--- src/rtl/bfx_pkg.sv ---
package bfx_pkg;
  localparam int FLAG_W = 5;
  localparam int ZF_BIT = 0;
  localparam int CF_BIT = 1;
  localparam int OF_BIT = 2;
  localparam int SF_BIT = 3;
  localparam int AF_BIT = 4;
endpackage

--- src/rtl/bfx_sanitize.sv ---
module bfx_sanitize #(
  parameter int DATA_W  = 64,
  parameter int HALF_W  = 32,
  parameter int FIELD_W = 8,
  localparam int SH_W   = $clog2(DATA_W)
) (
  input  logic               size64,
  input  logic [FIELD_W-1:0] start_fld,
  input  logic [FIELD_W-1:0] len_fld,
  output logic [SH_W-1:0]    shamt,
  output logic               start_oob,
  output logic               len_full
);
  localparam logic [FIELD_W:0] LIM_WIDE = (FIELD_W+1)'(DATA_W);
  localparam logic [FIELD_W:0] LIM_NARW = (FIELD_W+1)'(HALF_W);

  logic [FIELD_W:0] width_lim;
  logic [FIELD_W:0] start_ext;
  logic [FIELD_W:0] len_ext;

  always_comb begin
    width_lim = size64 ? LIM_WIDE : LIM_NARW;
    start_ext = {1'b0, start_fld};
    len_ext   = {1'b0, len_fld};
    start_oob = (start_ext >= width_lim);
    len_full  = (len_ext >= width_lim);
    shamt     = start_fld[SH_W-1:0];
  end
endmodule

--- src/rtl/bfx_shift_mask.sv ---
module bfx_shift_mask #(
  parameter int DATA_W  = 64,
  parameter int HALF_W  = 32,
  parameter int FIELD_W = 8,
  localparam int SH_W   = $clog2(DATA_W)
) (
  input  logic               size64,
  input  logic [DATA_W-1:0]  src,
  input  logic [SH_W-1:0]    shamt,
  input  logic               start_oob,
  input  logic               len_full,
  input  logic [FIELD_W-1:0] len_fld,
  output logic [DATA_W-1:0]  field
);
  logic [DATA_W-1:0] operand;
  logic [DATA_W-1:0] shifted;
  logic [DATA_W-1:0] mask;

  always_comb begin
    operand = size64 ? src : {{(DATA_W-HALF_W){1'b0}}, src[HALF_W-1:0]};
    shifted = operand >> shamt;
  end

  // Thermometer mask, built bit by bit so no shift of 1 ever overflows.
  for (genvar b = 0; b < DATA_W; b++) begin : g_mask
    assign mask[b] = len_full | (len_fld > FIELD_W'(b));
  end

  always_comb begin
    field = start_oob ? '0 : (shifted & mask);
  end
endmodule

--- src/rtl/bfx_flags.sv ---
module bfx_flags
  import bfx_pkg::*;
#(
  parameter int DATA_W = 64
) (
  input  logic [DATA_W-1:0] field,
  input  logic              pf_undef_cfg,
  output logic [FLAG_W-1:0] flag_vec,
  output logic              pf_bit,
  output logic              pf_def
);
  always_comb begin
    flag_vec         = '0;
    flag_vec[ZF_BIT] = (field == '0);
    pf_bit           = 1'b0;
    pf_def           = ~pf_undef_cfg;
  end
endmodule

--- src/rtl/bfx_unit.sv ---
module bfx_unit
  import bfx_pkg::*;
#(
  parameter int DATA_W  = 64,
  parameter int HALF_W  = 32,
  parameter int FIELD_W = 8,
  localparam int SH_W   = $clog2(DATA_W),
  localparam int CTRL_W = 2 * FIELD_W
) (
  input  logic              clk,
  input  logic              rst_n,
  input  logic              in_valid,
  input  logic              size64,
  input  logic [DATA_W-1:0] src,
  input  logic [DATA_W-1:0] ctrl,
  input  logic              pf_undef_cfg,
  output logic              out_valid,
  output logic [DATA_W-1:0] result,
  output logic [FLAG_W-1:0] flags,
  output logic              pf,
  output logic              pf_valid
);
  logic [1:0] rst_pipe;
  logic       rst_s_n;

  always_ff @(posedge clk or negedge rst_n) begin
    if (!rst_n) rst_pipe <= 2'b00;
    else        rst_pipe <= {rst_pipe[0], 1'b1};
  end
  assign rst_s_n = rst_pipe[1];

  logic [FIELD_W-1:0] start_fld;
  logic [FIELD_W-1:0] len_fld;
  logic               ctrl_unused;

  assign start_fld   = ctrl[FIELD_W-1:0];
  assign len_fld     = ctrl[CTRL_W-1:FIELD_W];
  assign ctrl_unused = ^ctrl[DATA_W-1:CTRL_W];

  logic [SH_W-1:0]   shamt;
  logic              start_oob;
  logic              len_full;
  logic [DATA_W-1:0] field;
  logic [FLAG_W-1:0] flag_vec;
  logic              pf_bit;
  logic              pf_def;

  bfx_sanitize #(.DATA_W(DATA_W), .HALF_W(HALF_W), .FIELD_W(FIELD_W)) u_sanitize (
    .size64(size64), .start_fld(start_fld), .len_fld(len_fld),
    .shamt(shamt), .start_oob(start_oob), .len_full(len_full)
  );

  bfx_shift_mask #(.DATA_W(DATA_W), .HALF_W(HALF_W), .FIELD_W(FIELD_W)) u_shift_mask (
    .size64(size64), .src(src), .shamt(shamt), .start_oob(start_oob),
    .len_full(len_full), .len_fld(len_fld), .field(field)
  );

  bfx_flags #(.DATA_W(DATA_W)) u_flags (
    .field(field), .pf_undef_cfg(pf_undef_cfg),
    .flag_vec(flag_vec), .pf_bit(pf_bit), .pf_def(pf_def)
  );

  logic              vld_q,   vld_d;
  logic [DATA_W-1:0] res_q,   res_d;
  logic [FLAG_W-1:0] flg_q,   flg_d;
  logic              pf_q,    pf_d;
  logic              pfv_q,   pfv_d;
  logic              data_en;

  always_comb begin
    data_en = in_valid;
    vld_d   = in_valid;
    res_d   = res_q;
    flg_d   = flg_q;
    pf_d    = pf_q;
    pfv_d   = pfv_q;
    if (data_en) begin
      res_d = field;
      flg_d = flag_vec;
      pf_d  = pf_bit;
      pfv_d = pf_def;
    end
  end

  always_ff @(posedge clk or negedge rst_s_n) begin
    if (!rst_s_n) begin
      vld_q <= 1'b0;
      res_q <= '0;
      flg_q <= '0;
      pf_q  <= 1'b0;
      pfv_q <= 1'b0;
    end else begin
      vld_q <= vld_d;
      res_q <= res_d;
      flg_q <= flg_d;
      pf_q  <= pf_d;
      pfv_q <= pfv_d;
    end
  end

  assign out_valid = vld_q;
  assign result    = res_q;
  assign flags     = flg_q;
  assign pf        = pf_q;
  assign pf_valid  = pfv_q;

  assert_zf_tracks_result_R7: assert property (@(posedge clk) disable iff (!rst_s_n)
    out_valid |-> (flags[ZF_BIT] == (result == '0)));

  assert_other_flags_clear_R8: assert property (@(posedge clk) disable iff (!rst_s_n)
    out_valid |-> (flags[AF_BIT:CF_BIT] == '0));

  assert_start_oob_zero_R3: assert property (@(posedge clk) disable iff (!rst_s_n)
    (in_valid && start_oob) |=> (result == '0));

  assert_len_zero_R4: assert property (@(posedge clk) disable iff (!rst_s_n)
    (in_valid && (ctrl[CTRL_W-1:FIELD_W] == '0)) |=> (result == '0));

  assert_upper_zero_R6: assert property (@(posedge clk) disable iff (!rst_s_n)
    (in_valid && !size64) |=> (result[DATA_W-1:HALF_W] == '0));

  assert_parity_cfg_R9: assert property (@(posedge clk) disable iff (!rst_s_n)
    in_valid |=> (!pf && (pf_valid == !$past(pf_undef_cfg))));

  assert_hold_idle_R10: assert property (@(posedge clk) disable iff (!rst_s_n)
    !in_valid |=> ($stable(result) && $stable(flags) && !out_valid));
endmodule

--- config.mk ---
export PLATFORM = sky130hd
export DESIGN_NAME = bfx_unit
export DESIGN_NICKNAME = d
export VERILOG_FILES = /design/src/rtl/bfx_pkg.sv /design/src/rtl/bfx_sanitize.sv /design/src/rtl/bfx_shift_mask.sv /design/src/rtl/bfx_flags.sv /design/src/rtl/bfx_unit.sv
export SDC_FILE = /design/constraint.sdc
export NUM_CORES = 1
export LEC_CHECK = 0
export ABC_AREA = 0
export BUFFER_PORTS_ARGS = -buffer_cell sky130_fd_sc_hd__buf_4
export CAP_MARGIN = 5
export CORE_MARGIN = 2
export CORE_UTILIZATION = 31
export CTS_BUF_LIST = sky130_fd_sc_hd__clkbuf_16
export DETAILED_ROUTE_END_ITERATION = 16
export PLACE_DENSITY_LB_ADDON = 0.12
export SYNTH_ARGS = -nofsm -noshare
export SYNTH_HDL_FRONTEND = slang
export SYNTH_SLANG_ARGS = --single-unit
--- constraint.sdc ---
create_clock -name clk -period 4.3 [get_ports clk]
set_input_delay 0.645 -clock clk [delete_from_list [all_inputs] [get_ports clk]]
set_output_delay 0.645 -clock clk [all_outputs]
set_load 0.01 [all_outputs]
* Word level (Yosys, flattened, before mapping)
Cells that the tools add are included.
Cells by class: magnitude comparators 66, shift operators 1, reductions and logical operators 1, bitwise gates (word level) 66, equal/unequal tests 0, mux-type cells 3, multipliers 0, add/sub/neg operators 0, divide/modulo/power cells 0
Operators by type and width (number):
- greater-than comparator 8 x 6 -> 1 bit (second input constant) | 32
- greater-than comparator 8 x 5 -> 1 bit (second input constant) | 16
- 2-to-1 mux 64 bit | 2
- bitwise AND 64 bit | 1
- greater-than comparator 8 x 4 -> 1 bit (second input constant) | 8
- logical NOT 64 bit | 1
- OR 1 bit | 64
- >> shifter 64 x 6 -> 64 bit | 1
- greater-than comparator 8 x 3 -> 1 bit (second input constant) | 4
- greater-or-equal comparator 8 x 9 -> 1 bit | 2
- greater-than comparator 8 x 1 -> 1 bit (second input constant) | 2
- greater-than comparator 8 x 2 -> 1 bit (second input constant) | 2
- 2-to-1 mux 7 bit | 1
- inverter 1 bit | 1
Storage, ports and cells: bits in latches 0, output and inout bits 72, ROM bits 0, word-level logic and storage cells 142, register bits 69, memories kept 0, bits in writable memories 0

* Logic depth before layout (Yosys ltp)
depth in word-level cells 6, depth in mapped cells 15, mapped depth without buffers 11

* By module
Synthesis repeated with hierarchy kept, for this count alone.
Second synthesis, totals: cells, all modules 928, area total of the unflattened synthesis 8812.2 µm²
By module, submodules not included:
- bfx_shift_mask | seq. area each 0.0 µm², cells an instance 723, times used 1, area each 5365.1 µm²
- bfx_unit | seq. area each 1851.8 µm², cells an instance 154, times used 1, area each 3069.2 µm²
- bfx_flags | seq. area each 0.0 µm², cells an instance 28, times used 1, area each 188.9 µm²
- bfx_sanitize | seq. area each 0.0 µm², cells an instance 23, times used 1, area each 188.9 µm²

* Worst setup path before layout
Ideal clock, no wire load.
path type input to register, start in ctrl[5], end reg flg_q[0] (netlist: flags[0]), library setup time 0.103 ns, required time 4.197 ns, slack 0.734 ns, arrival 3.463 ns, stages 13, cell sequence clkbuf_1 inv_1 clkbuf_1 buf_1 ha_1 nand4_1 o211ai_1 inv_1 and3_1 or4_4 nor4_2 nand4_1 o41ai_2
Between the ends: longest elaborated chain between the ends 4, elaborated cells between the ends (all ways) 5, classes of those cells 1 x order compare; 1 x shift; 1 x mux; 1 x bitwise; 1 x reduce/logical
RTL lines:
- start, declared | RTL line bfx_unit.sv:15 | input logic [DATA_W-1:0] ctrl,
- >> shifter 64 x 6 -> 64 bit | RTL line bfx_shift_mask.sv:21 | shifted = operand >> shamt;
- bitwise AND 64 bit | RTL line bfx_shift_mask.sv:30 | field = start_oob ? '0 : (shifted & mask);
- 2-to-1 mux 64 bit (*) | RTL line bfx_shift_mask.sv:30
- logical NOT 64 bit (*) | RTL line bfx_flags.sv:14 | flag_vec[ZF_BIT] = (field == '0);
- end signal, assigned | RTL line bfx_unit.sv:95 | flg_q <= flg_d;
- end, declared | RTL line bfx_unit.sv:65 | logic [FLAG_W-1:0] flg_q, flg_d;
Every way passes the cells marked *; elsewhere a longest branch is shown, timed or not. A chain may end at the register's enable or synchronous reset.

* Worst setup path in the final report
start in ctrl[0], end reg flg_q[0] (netlist: flags[0])
Same word-level chain as after synthesis.

==> metrics.log <==
INFO  metric outcome = complete, no violations
INFO  metric detail-route-antenna-nets = 0
INFO  metric cts-resized-gates = 0
INFO  metric ys_dominant_reg_cell = sky130_fd_sc_hd__dfrtp_1
INFO  metric hold_buffers = 0
INFO  metric grt_setup_unrepaired = false
INFO  metric via_count_of_the_first_global_routing_pass = 8993
INFO  metric sequentialPowerShare = 0.262
INFO  metric drt-initial-drc-count = 1145
INFO  metric critical_path.cell_chain = buf_4, buf_12, mux4_2, mux2_2, nor2_1, nor3_1, nor3_1, a2111oi_0, buf_4, nor4_1, nand4_1, o41ai_2
INFO  metric maximum_cell_stage_delay_along_the_critical_path = 570 ps
INFO  metric worstMarginPinSlew = 832.3 ps
INFO  metric final-setup-viol-count = 0
INFO  metric post-route-drc-count = 0
INFO  metric htree_levels = 3
INFO  metric core-area = 0.02855 sq mm
INFO  metric antenna_found_initial = 0
INFO  metric yosysTopAreaCell = sky130_fd_sc_hd__dfrtp_1
INFO  metric critical_path_arrival = 4150 ps
INFO  metric num-nets-final = 1251
INFO  metric comb_power_frac = 0.416
INFO  metric synthToLayoutAreaGrowth = 23.50%
INFO  metric die_height = 174.0 um
INFO  metric clock_latency = 330 ps
INFO  metric totalWireLength = 41.22 mm
INFO  metric io-pin-count = 205
INFO  metric synth_area = 0.008960 sq mm
INFO  metric leakage = 4.647 nW
INFO  metric cp_num_buf_inv = 3
INFO  metric ctsRootBufferMaster = sky130_fd_sc_hd__clkbuf_16
INFO  metric start_kind = primary input
INFO  metric yosys-top-cells-area = sky130_fd_sc_hd__dfrtp_1 (19%), sky130_fd_sc_hd__mux4_2 (15%), sky130_fd_sc_hd__mux2_2 (9.9%)
INFO  metric final.fill_count = 2970
INFO  metric synth-edff-count = 0
INFO  metric worst_setup_hold_path_clk_slew = 60 ps
INFO  metric detailroute.via_count = 9359
INFO  metric timing.final.max_slew_violations = 0
INFO  metric final.setup_skew = 3.485 ps
INFO  metric die-area = 0.03028 sq mm
INFO  metric gpl.final_weighted_congestion = 0.9703
INFO  metric switching_part_of_the_total_power = 0.3609
INFO  metric initial_utilization = 0.3139
INFO  metric synth.yosys.warnings = 0
INFO  metric post-synth-top-area-fraction = 0.1927
INFO  metric critical_path_class = primary input to flip-flop
INFO  metric hold_viol = 0
INFO  metric clock_power_share = 0.321
INFO  metric dp.cells = 1487
INFO  metric synth_seq_area_share = 0.1927
INFO  metric cts_sink_cnt = 69
INFO  metric viasPerCell = 6.227
INFO  metric synth_async_sr_flop_share = 1.000
INFO  metric chipWidth = 174.0 um
INFO  metric cts_buffer_depth = 2
INFO  metric cap_violations = 0
INFO  metric io_buffers = 151
INFO  metric diodes = 0
INFO  metric largest_net_degree_at_the_start_of_global_routing = 36
INFO  metric layout_min_cycle_time = 3914 ps
INFO  metric p_sw = 962.4 uW
INFO  metric cts_setup_buffers = 0
INFO  metric final.period_utilization = 0.9102
INFO  metric crit_path_max_fanout = 34
INFO  metric syn_inst = 969
INFO  metric layout-drive-gt1-share = 0.3557
INFO  metric critical_path.slowest_cell = sky130_fd_sc_hd__mux4_2
INFO  metric synth_area_per_inst = 9.246 sq um
INFO  metric layout_commonest_cell = sky130_fd_sc_hd__buf_4
INFO  metric yosysUniqueCellTypes = 79
INFO  metric globalRouteTotalUtil = 0.2676
INFO  metric internal_power = 1.704 mW
INFO  metric core.rowCount = 62
INFO  metric tritoncts = yes
INFO  metric accumulated_negative_setup_slack = 0 ps
INFO  metric drtPass1Iterations = 8
INFO  metric finish.cell_count_without_fillers = 1503
INFO  metric hold_class = primary input to asynchronous set/reset pin
INFO  metric synth-seq-cells = 69
INFO  metric wl_per_cell = 27.43 um
INFO  metric critPathTopFamily = simple AND/OR/NAND/NOR gates
INFO  metric vdd_drop_max = 0.1729 mV
INFO  metric max_slew_margin = 0.4393
INFO  metric max_clock_freq = 255.5 MHz
INFO  metric power.density_cell_area = 241.0 mW/mm^2
INFO  metric most-common-layout-cells = sky130_fd_sc_hd__buf_4 (223), sky130_fd_sc_hd__nand2_1 (96), sky130_fd_sc_hd__mux2_2 (79)
INFO  metric detailedPlacementHpwl = 32.75 mm
INFO  metric worst-endpoint-required = 4530 ps
INFO  metric grt_first_pass_wirelength = 60.95 mm
INFO  metric critPathCaptureType = flip-flop
INFO  metric grt-ovfl-total = 0
INFO  metric cts_inserted_buffers = 9
per-layer routing:
metal  part of all wire  wire length (um)  track usage  vias up
li1                   -                 -            -     4132
met1               0.43             17880       0.3833     4659
met2               0.45             18490       0.4064      502
met3              0.086              3535      0.05315       66
met4              0.032              1319      0.08123        0
met5                  0                 0            0        -
worst paths after layout:
check / depth (start not counted) / start / slack (ps) / end
worst max-delay path: 12 / ctrl[0] / 390 / flags[0]$_DFFE_PN0P_
worst min-delay path: 1 / rst_n / 80 / rst_pipe[0]$_DFF_PN0_
worst max register to register: 1 / rst_pipe[1]$_DFF_PN0_ / 3030 / result[61]$_DFFE_PN0P_
worst min register to register: 0 / rst_pipe[1]$_DFF_PN0_ / 340 / out_valid$_DFF_PN0_
max in group asynchronous: 1 / rst_pipe[1]$_DFF_PN0_ / 3030 / result[61]$_DFFE_PN0P_
min in group clk: 0 / rst_pipe[0]$_DFF_PN0_ / 350 / rst_pipe[1]$_DFF_PN0_
cells in the mapped netlist, types with 6 or more instances:
| master | number |
|---|---|
| sky130_fd_sc_hd__buf_6 | 8 |
| sky130_fd_sc_hd__a22oi_1 | 19 |
| sky130_fd_sc_hd__o21ai_0 | 46 |
| sky130_fd_sc_hd__mux4_1 | 14 |
| sky130_fd_sc_hd__and3_1 | 10 |
| sky130_fd_sc_hd__nand4_1 | 7 |
| sky130_fd_sc_hd__buf_1 | 6 |
| sky130_fd_sc_hd__nor3_1 | 19 |
| sky130_fd_sc_hd__a31oi_1 | 8 |
| sky130_fd_sc_hd__nand3_1 | 32 |
| sky130_fd_sc_hd__nand2_1 | 96 |
| sky130_fd_sc_hd__or3_1 | 7 |
| sky130_fd_sc_hd__nand2b_1 | 7 |
| sky130_fd_sc_hd__buf_4 | 8 |
| sky130_fd_sc_hd__a211oi_1 | 38 |
| sky130_fd_sc_hd__mux2_2 | 79 |
| sky130_fd_sc_hd__nor4_1 | 6 |
| sky130_fd_sc_hd__dfrtp_1 | 69 |
| sky130_fd_sc_hd__buf_2 | 21 |
| sky130_fd_sc_hd__clkbuf_1 | 53 |
| sky130_fd_sc_hd__a21oi_1 | 41 |
| sky130_fd_sc_hd__nor2_1 | 58 |
| sky130_fd_sc_hd__mux4_2 | 60 |
| sky130_fd_sc_hd__o21a_1 | 9 |
| sky130_fd_sc_hd__o22ai_1 | 6 |
| sky130_fd_sc_hd__o211ai_1 | 11 |
| sky130_fd_sc_hd__o22a_1 | 6 |
| sky130_fd_sc_hd__a21o_1 | 10 |
| sky130_fd_sc_hd__a221oi_1 | 15 |
| sky130_fd_sc_hd__nor2b_1 | 11 |
| sky130_fd_sc_hd__inv_1 | 20 |
| sky130_fd_sc_hd__mux2i_1 | 50 |
| sky130_fd_sc_hd__and2_1 | 10 |
through the flow:
stage | setup slack (ps) | total power [mW] | hold WS, ps | area, sq um | utilization
after global routing | 330.2 | 2.778 | 70.36 | 11070 | 0.3876
after floorplan | 734.0 | 1.348 | 331.2 | 8975 | -
after CTS | 529.4 | 2.662 | 71.88 | 11070 | 0.3876
after global placement | 219.4 | 1.802 | 335.7 | 10730 | 0.3757
final | 386.3 | 2.667 | 78.80 | 11070 | 0.3876
after detailed placement | 180.7 | 1.795 | 336.1 | 10730 | 0.3757
cell type report:
class	instances	area, sq um	area share
clock buffers	9	225.2	0.02035
clock inverters	7	115.1	0.01040
inverters	22	82.58	0.007463
multi-input cells	784	6660	0.6019
flip-flops and latches	69	1728	0.1562
well taps	384	480.5	0.04342
repair buffers	228	1774	0.1603
cell families (layout without fill, tap and decap cells):
| logic type | Yosys count | count (layout) | synth area share |
|---|---|---|---|
| other | 2 | 6 | 0.0008382 |
| buffers and inverters | 120 | 266 | 0.06563 |
| AND/OR/NAND/NOR | 293 | 293 | 0.1619 |
| adder cells (fa/ha/maj) | 4 | 4 | 0.005586 |
| flip-flops | 69 | 69 | 0.1927 |
| multiplexers | 203 | 203 | 0.3470 |
| AO/OA/AOI/OAI | 278 | 278 | 0.2264 |
state kept, by name (all words and copies together) (netlist names):
name	count
rst_pipe	2
result	64
pf_valid	1
flags	1
out_valid	1
power groups by stage:
stage / Combinational [mW] / Clock, mW / Sequential (mW)
global placement: 1.09 / 0 / 0.712
floorplan: 0.624 / 0 / 0.724
global route: 1.17 / 0.904 / 0.704
CTS: 1.09 / 0.874 / 0.701
detailed placement: 1.08 / 0 / 0.712
finish: 1.11 / 0.857 / 0.699
Power figures use the tool's default switching activity.
